--- config.mk ---
export PLATFORM = sky130hd
export DESIGN_NAME = acc_ptr_unit
export DESIGN_NICKNAME = d
export VERILOG_FILES = /design/src/rtl/acc_ptr_pkg.sv /design/src/rtl/ap_ctl_reg.sv /design/src/rtl/ap_step_unit.sv /design/src/rtl/ap_ptr_reg.sv /design/src/rtl/acc_ptr_unit.sv
export SDC_FILE = /design/constraint.sdc
export NUM_CORES = 1
export LEC_CHECK = 0
export ABC_AREA = 1
export BUFFER_PORTS_ARGS = -buffer_cell sky130_fd_sc_hd__buf_4
export CAP_MARGIN = 20
export CORE_MARGIN = 2
export CORE_UTILIZATION = 35
export CTS_CLUSTER_DIAMETER = 40
export CTS_CLUSTER_SIZE = 28
export DETAILED_ROUTE_END_ITERATION = 10
export GPL_TIMING_DRIVEN = 0
export PLACE_DENSITY = 0.63
export SKIP_CTS_REPAIR_TIMING = 1
export SYNTH_ARGS = -nofsm -noshare
export SYNTH_HDL_FRONTEND = slang
export SYNTH_HIERARCHICAL = 1
export SYNTH_SLANG_ARGS = --single-unit
--- constraint.sdc ---
create_clock -name clk -period 3.2 [get_ports clk]
set_input_delay 0.64 -clock clk [delete_from_list [all_inputs] [get_ports clk]]
set_output_delay 0.64 -clock clk [all_outputs]
set_load 0.02 [all_outputs]
--- src/rtl/acc_ptr_pkg.sv ---
package acc_ptr_pkg;

   typedef enum logic [1:0] {
      STEP_OFF      = 2'b00,
      STEP_MOD2     = 2'b01,
      STEP_MODN     = 2'b10,
      STEP_MODN_ALT = 2'b11
   } step_mode_e;

   localparam int MODE_FIELD_W = 2;

endpackage

--- src/rtl/ap_ctl_reg.sv ---
module ap_ctl_reg
   import acc_ptr_pkg::*;
#(
   parameter int DATA_W   = 8,
   parameter int MODE_LSB = 0,
   parameter int DIR_BIT  = 6,
   parameter int CLR_BIT  = 7
) (
   input  logic              clk,
   input  logic              rst_n,
   input  logic              wr_en,
   input  logic [DATA_W-1:0] wr_data,
   output step_mode_e        mode_o,
   output logic              dir_down_o,
   output logic              clr_o,
   output logic [DATA_W-1:0] rd_data
);

   step_mode_e mode_q;
   logic       dir_q;

   always_ff @(posedge clk or negedge rst_n) begin
      if (!rst_n) begin
         mode_q <= STEP_OFF;
         dir_q  <= 1'b0;
      end else if (wr_en) begin
         mode_q <= step_mode_e'(wr_data[MODE_LSB +: MODE_FIELD_W]);
         dir_q  <= wr_data[DIR_BIT];
      end
   end

   // the clear command is a pulse only; it is never stored
   assign clr_o      = wr_en && wr_data[CLR_BIT];
   assign mode_o     = mode_q;
   assign dir_down_o = dir_q;

   always_comb begin
      rd_data                            = '0;
      rd_data[MODE_LSB +: MODE_FIELD_W]  = mode_q;
      rd_data[DIR_BIT]                   = dir_q;
   end

   // written fields come back on the following cycle
   assert_ctl_store_R3: assert property (@(posedge clk) disable iff (!rst_n)
      wr_en |=> (mode_o == step_mode_e'($past(wr_data[MODE_LSB +: MODE_FIELD_W])))
                && (dir_down_o == $past(wr_data[DIR_BIT])));

   // settings hold while no write arrives
   assert_ctl_hold_R3: assert property (@(posedge clk) disable iff (!rst_n)
      !wr_en |=> $stable(mode_o) && $stable(dir_down_o));

endmodule

--- src/rtl/ap_step_unit.sv ---
module ap_step_unit
   import acc_ptr_pkg::*;
#(
   parameter int IDX_W = 2
) (
   input  logic [IDX_W-1:0] cur,
   input  step_mode_e       mode,
   input  logic             dir_down,
   output logic             active,
   output logic [IDX_W-1:0] nxt
);

   logic [IDX_W-1:0] wrap_val;
   logic [IDX_W-1:0] pair_val;

   // full window: natural wrap of the index width
   assign wrap_val = dir_down ? cur - 1'b1 : cur + 1'b1;

   generate
      if (IDX_W == 1) begin : g_pair_narrow
         assign pair_val = ~cur;
      end else begin : g_pair_wide
         assign pair_val = {cur[IDX_W-1:1], ~cur[0]};
      end
   endgenerate

   always_comb begin
      active = 1'b1;
      nxt    = cur;
      unique case (mode)
         STEP_OFF:                 active = 1'b0;
         STEP_MOD2:                nxt = pair_val;
         STEP_MODN, STEP_MODN_ALT: nxt = wrap_val;
         default:                  active = 1'b0;
      endcase
   end

endmodule

--- src/rtl/ap_ptr_reg.sv ---
module ap_ptr_reg #(
   parameter int IDX_W = 2
) (
   input  logic             clk,
   input  logic             rst_n,
   input  logic             clr,
   input  logic             wr_en,
   input  logic [IDX_W-1:0] wr_val,
   input  logic             step_en,
   input  logic [IDX_W-1:0] step_val,
   output logic [IDX_W-1:0] ptr_q
);

   // priority: clear, then software write, then automatic step
   always_ff @(posedge clk or negedge rst_n) begin
      if (!rst_n) begin
         ptr_q <= '0;
      end else if (clr) begin
         ptr_q <= '0;
      end else if (wr_en) begin
         ptr_q <= wr_val;
      end else if (step_en) begin
         ptr_q <= step_val;
      end
   end

   // clear always lands, a step in the same cycle is dropped
   assert_clear_wins_R9: assert property (@(posedge clk) disable iff (!rst_n)
      clr |=> (ptr_q == '0));

   // a software write beats a coincident step
   assert_write_wins_R10: assert property (@(posedge clk) disable iff (!rst_n)
      (wr_en && !clr) |=> (ptr_q == $past(wr_val)));

   // with no request the index stays put
   assert_idle_hold_R12: assert property (@(posedge clk) disable iff (!rst_n)
      (!clr && !wr_en && !step_en) |=> $stable(ptr_q));

endmodule

--- src/rtl/acc_ptr_unit.sv ---
module acc_ptr_unit
   import acc_ptr_pkg::*;
#(
   parameter int                DATA_W   = 8,
   parameter int                NUM_ACC  = 4,
   parameter int                ADDR_W   = 1,
   parameter logic [ADDR_W-1:0] PTR_ADDR = '0,
   parameter logic [ADDR_W-1:0] CTL_ADDR = 1,
   parameter int                MODE_LSB = 0,
   parameter int                DIR_BIT  = 6,
   parameter int                CLR_BIT  = 7,
   localparam int               IDX_W    = (NUM_ACC > 1) ? $clog2(NUM_ACC) : 1
) (
   input  logic              clk,
   input  logic              rst_n,
   input  logic [ADDR_W-1:0] reg_addr,
   input  logic              reg_we,
   input  logic [DATA_W-1:0] reg_wdata,
   input  logic              op_done,
   output logic [IDX_W-1:0]  acc_sel,
   output logic [DATA_W-1:0] reg_rdata
);

   // elaboration-time parameter checks
   generate
      if (NUM_ACC < 2 || (NUM_ACC & (NUM_ACC - 1)) != 0) begin : g_bad_num
         $error("NUM_ACC must be a power of two of at least 2");
      end
      if (DATA_W <= CLR_BIT || DATA_W <= DIR_BIT || DATA_W < MODE_LSB + MODE_FIELD_W) begin : g_bad_width
         $error("DATA_W too narrow for control fields");
      end
      if (IDX_W > DATA_W) begin : g_bad_idx
         $error("index wider than data port");
      end
      if (PTR_ADDR == CTL_ADDR) begin : g_bad_addr
         $error("register addresses must differ");
      end
   endgenerate

   logic              ptr_sel;
   logic              ctl_sel;
   step_mode_e        mode;
   logic              dir_down;
   logic              clr_pulse;
   logic [DATA_W-1:0] ctl_rdata;
   logic [DATA_W-1:0] ptr_rdata;
   logic              step_active;
   logic [IDX_W-1:0]  step_val;
   logic [IDX_W-1:0]  ptr_q;

   assign ptr_sel = (reg_addr == PTR_ADDR);
   assign ctl_sel = (reg_addr == CTL_ADDR);

   ap_ctl_reg #(
      .DATA_W   (DATA_W),
      .MODE_LSB (MODE_LSB),
      .DIR_BIT  (DIR_BIT),
      .CLR_BIT  (CLR_BIT)
   ) u_ctl (
      .clk        (clk),
      .rst_n      (rst_n),
      .wr_en      (reg_we && ctl_sel),
      .wr_data    (reg_wdata),
      .mode_o     (mode),
      .dir_down_o (dir_down),
      .clr_o      (clr_pulse),
      .rd_data    (ctl_rdata)
   );

   ap_step_unit #(
      .IDX_W (IDX_W)
   ) u_step (
      .cur      (ptr_q),
      .mode     (mode),
      .dir_down (dir_down),
      .active   (step_active),
      .nxt      (step_val)
   );

   ap_ptr_reg #(
      .IDX_W (IDX_W)
   ) u_ptr (
      .clk      (clk),
      .rst_n    (rst_n),
      .clr      (clr_pulse),
      .wr_en    (reg_we && ptr_sel),
      .wr_val   (reg_wdata[IDX_W-1:0]),
      .step_en  (op_done && step_active),
      .step_val (step_val),
      .ptr_q    (ptr_q)
   );

   always_comb begin
      ptr_rdata              = '0;
      ptr_rdata[IDX_W-1:0]   = ptr_q;
   end

   assign reg_rdata = ptr_sel ? ptr_rdata : (ctl_sel ? ctl_rdata : '0);
   assign acc_sel   = ptr_q;

   // reserved pointer bits always read zero
   assert_ptr_rsvd_R2: assert property (@(posedge clk) disable iff (!rst_n)
      ptr_sel |-> (reg_rdata >> IDX_W) == '0);

   // clear bit never reads back as one
   assert_ctl_clr_zero_R3: assert property (@(posedge clk) disable iff (!rst_n)
      ctl_sel |-> !reg_rdata[CLR_BIT]);

   // stepping off means operations leave the index alone
   assert_off_hold_R4: assert property (@(posedge clk) disable iff (!rst_n)
      (op_done && !reg_we && mode == STEP_OFF) |=> $stable(acc_sel));

   // pair mode flips bit 0 only
   assert_pair_toggle_R5: assert property (@(posedge clk) disable iff (!rst_n)
      (op_done && !reg_we && mode == STEP_MOD2)
      |=> (acc_sel[0] != $past(acc_sel[0]))
          && ((acc_sel >> 1) == ($past(acc_sel) >> 1)));

endmodule

==> summary.txt <==
Timing
  • Final setup fails: 0
  • Setup TNS: 0 ns
  • RSZ-0062 raised after global routing: false
  • Highest clock rate: 566 MHz
  • Final hold violation count: 0
  • Final min period: 1.77 ns
  • Period utilisation layout: 55.2%
  • Pins Over Slew Limit: 0
  • Final worst setup slack: 1.43 ns
  • Max Clock Skew: 0.00197 ns

Flow run
  • Max Cap Viol: 0

Route
  • Drt total wl: 857 um
  • Number of nets still failing antenna checks after routing: 0
  • DR vias: 456
  • First-pass iteration count of the detailed router: 6
  • Drt drc: 0
  • Vias per inst: 3.93
  • Initial DRC Count: 11
  • Wire per inst: 7.39 um

Placed design
  • GP Congestion: 0.731
  • HPWL Detailed: 695 um
  • # port buffers: 13
  • Pre-CTS setup slack: 1.43 ns

Setup path
  • CP startpoint kind: primary input
  • WP data required: 2.56 ns
  • Kind of critical path: in -> out
  • CP endpoint kind: primary output
  • Worst Path Arrival: 1.13 ns
  • Maximum fanout along the worst path: 10

Floorplanning
  • FP Rows: 13
  • Die W: 40.7 um
  • Die area: 1650 um2
  • Initial Utilization: 36.6%
  • Io pins: 23
  • DIE HEIGHT: 40.7 um
  • Core area: 1280 um2

Layout
  • Share of cells above drive strength 1: 32.7%
  • Multi-input combinational cell area: 221 um2
  • Nets@finish: 115
  • Inserted Diodes: 0
  • Fillers: 147
  • Register area: 125 um2
  • Syn-to-layout area delta: 33.5%

Power
  • Leakage: 0.444 nW
  • Pwr dens: 472 nW/um2
  • Peak VDD IR: 0.196 mV

Synthesis
  • Synth Register Bits: 5
  • Sequential share of the synthesized area: 26.6%
  • Number of synthesized flops with an enable pin: 0
  • Most frequent cell after synthesis: nand2_1
  • Asr flop ratio synth: 100%
  • Number of distinct library cells after synthesis: 13
  • Most used DFF post-synth: dfrtp_1
  • Area contributors post-synth: nand2_1 (28%), dfrtp_1 (27%), buf_4 (13%)
  • Top post-synthesis cells by count: nand2_1 (35), inv_1 (16), buf_4 (8), dfrtp_1 (5)
  • Yosys top cell area share: 27.9%
  • Synth area leader: nand2_1
  • Syn Inst Count: 80
  • YS warnings: 6
  • Mean area per synthesized cell: 5.88 um2
  • Mapped Area: 470 um2

Global routing
  • First-pass GRT wire length: 1.15 mm
  • Initial antenna violation count: 0
  • Largest net degree at the start of global routing: 11
  • GRT overflow: 0
  • Global-route usage over all layers: 10.7%
  • Vias in the first global route: 306

Clock network
  • Clk root buf: clkbuf_4
  • Sink Count: 5
  • Worst skew pair latency: 0.24 ns
  • TritonCTS Buffers: 3
  • CTS H-tree lvls: 1
  • Clk slew on worst S/H paths: 0.05 ns
  • CTS tree: yes
  • Clk buf depth: 2

Hold path
  • Hold crit path type: in -> async

Outcome
  • Status: finished, final reports clean
per-layer routing:
metal  vias to the layer above  track usage (%)  wire length [um]
li1                        253                -                 -
met5                         -                0                 0
met1                       186             13.8               404
met4                         0             7.50                 0
met3                         0             2.17                56
met2                        17             15.9               396
worst max-delay path, cell delays in order:
cell and delay, ns:
buf_4 0.12, buf_6 0.13, nand2_2 0.05, nand2_1 0.04, buf_4 0.15
cell families (layout without fill, tap and decap cells):
logic type    count (synthesis)  count (layout)  share of synthesized area (%)
buf+inv                      27              44                           29.5
xor+xnor                      1               1                           1.86
simple gates                 46              46                           41.2
flops                         5               5                           26.6
other cells                   1               5                          0.797
sequential cells by signal, summed over array words and instances, names as in the netlist:
register,flops
u_ctl/mode_o,2
u_ptr/ptr_q,2
u_ctl/dir_down_o,1
metrics by stage:
stage / hold slack (ns) / total power [mW] / util (%) / area (um2) / std cells
final: 0.191 / 0.297 / 48.9 / 628 / 116
after detailed placement: 0.447 / 0.223 / 46.8 / 602 / 112
after global placement: 0.447 / 0.223 / 46.8 / 602 / 112
after CTS: 0.188 / 0.299 / 48.9 / 628 / 116
after global routing: 0.183 / 0.321 / 48.9 / 628 / 116
after floorplan: 0.344 / 0.181 / - / 485 / 84
worst paths after layout:
check                                       startpoint                           to  slack, ns  depth (start not counted)
max                                           reg_addr                 reg_rdata[0]       1.43                          5
min                                              rst_n  u_ctl/mode_o[0]$_DFFE_PN0P_       0.19                          1
max reg2reg                u_ctl/mode_o[0]$_DFFE_PN0P_   u_ptr/ptr_q[1]$_DFFE_PN0P_       2.11                          8
min reg2reg                u_ctl/mode_o[0]$_DFFE_PN0P_  u_ctl/mode_o[0]$_DFFE_PN0P_       0.54                          2
max in group asynchronous                        rst_n   u_ptr/ptr_q[0]$_DFFE_PN0P_       2.90                          1
min in group clk           u_ctl/mode_o[0]$_DFFE_PN0P_  u_ctl/mode_o[0]$_DFFE_PN0P_       0.54                          2
power by group:
part | switching, mW | leakage [nW] | internal (mW)
clock | 0.0261 | 0.0150 | 0.0472
combinational | 0.0712 | 0.367 | 0.0591
sequential | 0.0172 | 0.0628 | 0.0758
total | 0.115 | 0.444 | 0.182
area by class of cell:
class	count	area share, %
flip-flops and latches	5	19.9
multi-input cells	52	35.3
clock buffers	4	4.18
plain buffers	9	11.4
repair buffers	13	15.5
inverters	18	10.8
well taps	15	2.99
layout by cell type, fill, tap and decap left out:
cell type / netlist / routed
nor2_2: 3 / 3
clkbuf_1: 0 / 1
inv_1: 16 / 16
nor2_1: 1 / 1
xor2_1: 1 / 1
clkbuf_4: 0 / 3
nand2_2: 3 / 3
nand4_1: 1 / 1
conb_1: 1 / 5
nand3_1: 3 / 3
inv_2: 2 / 2
buf_4: 8 / 21
buf_6: 1 / 1
nand2_1: 35 / 35
dfrtp_1: 5 / 5
Power figures use the tool's default switching activity.
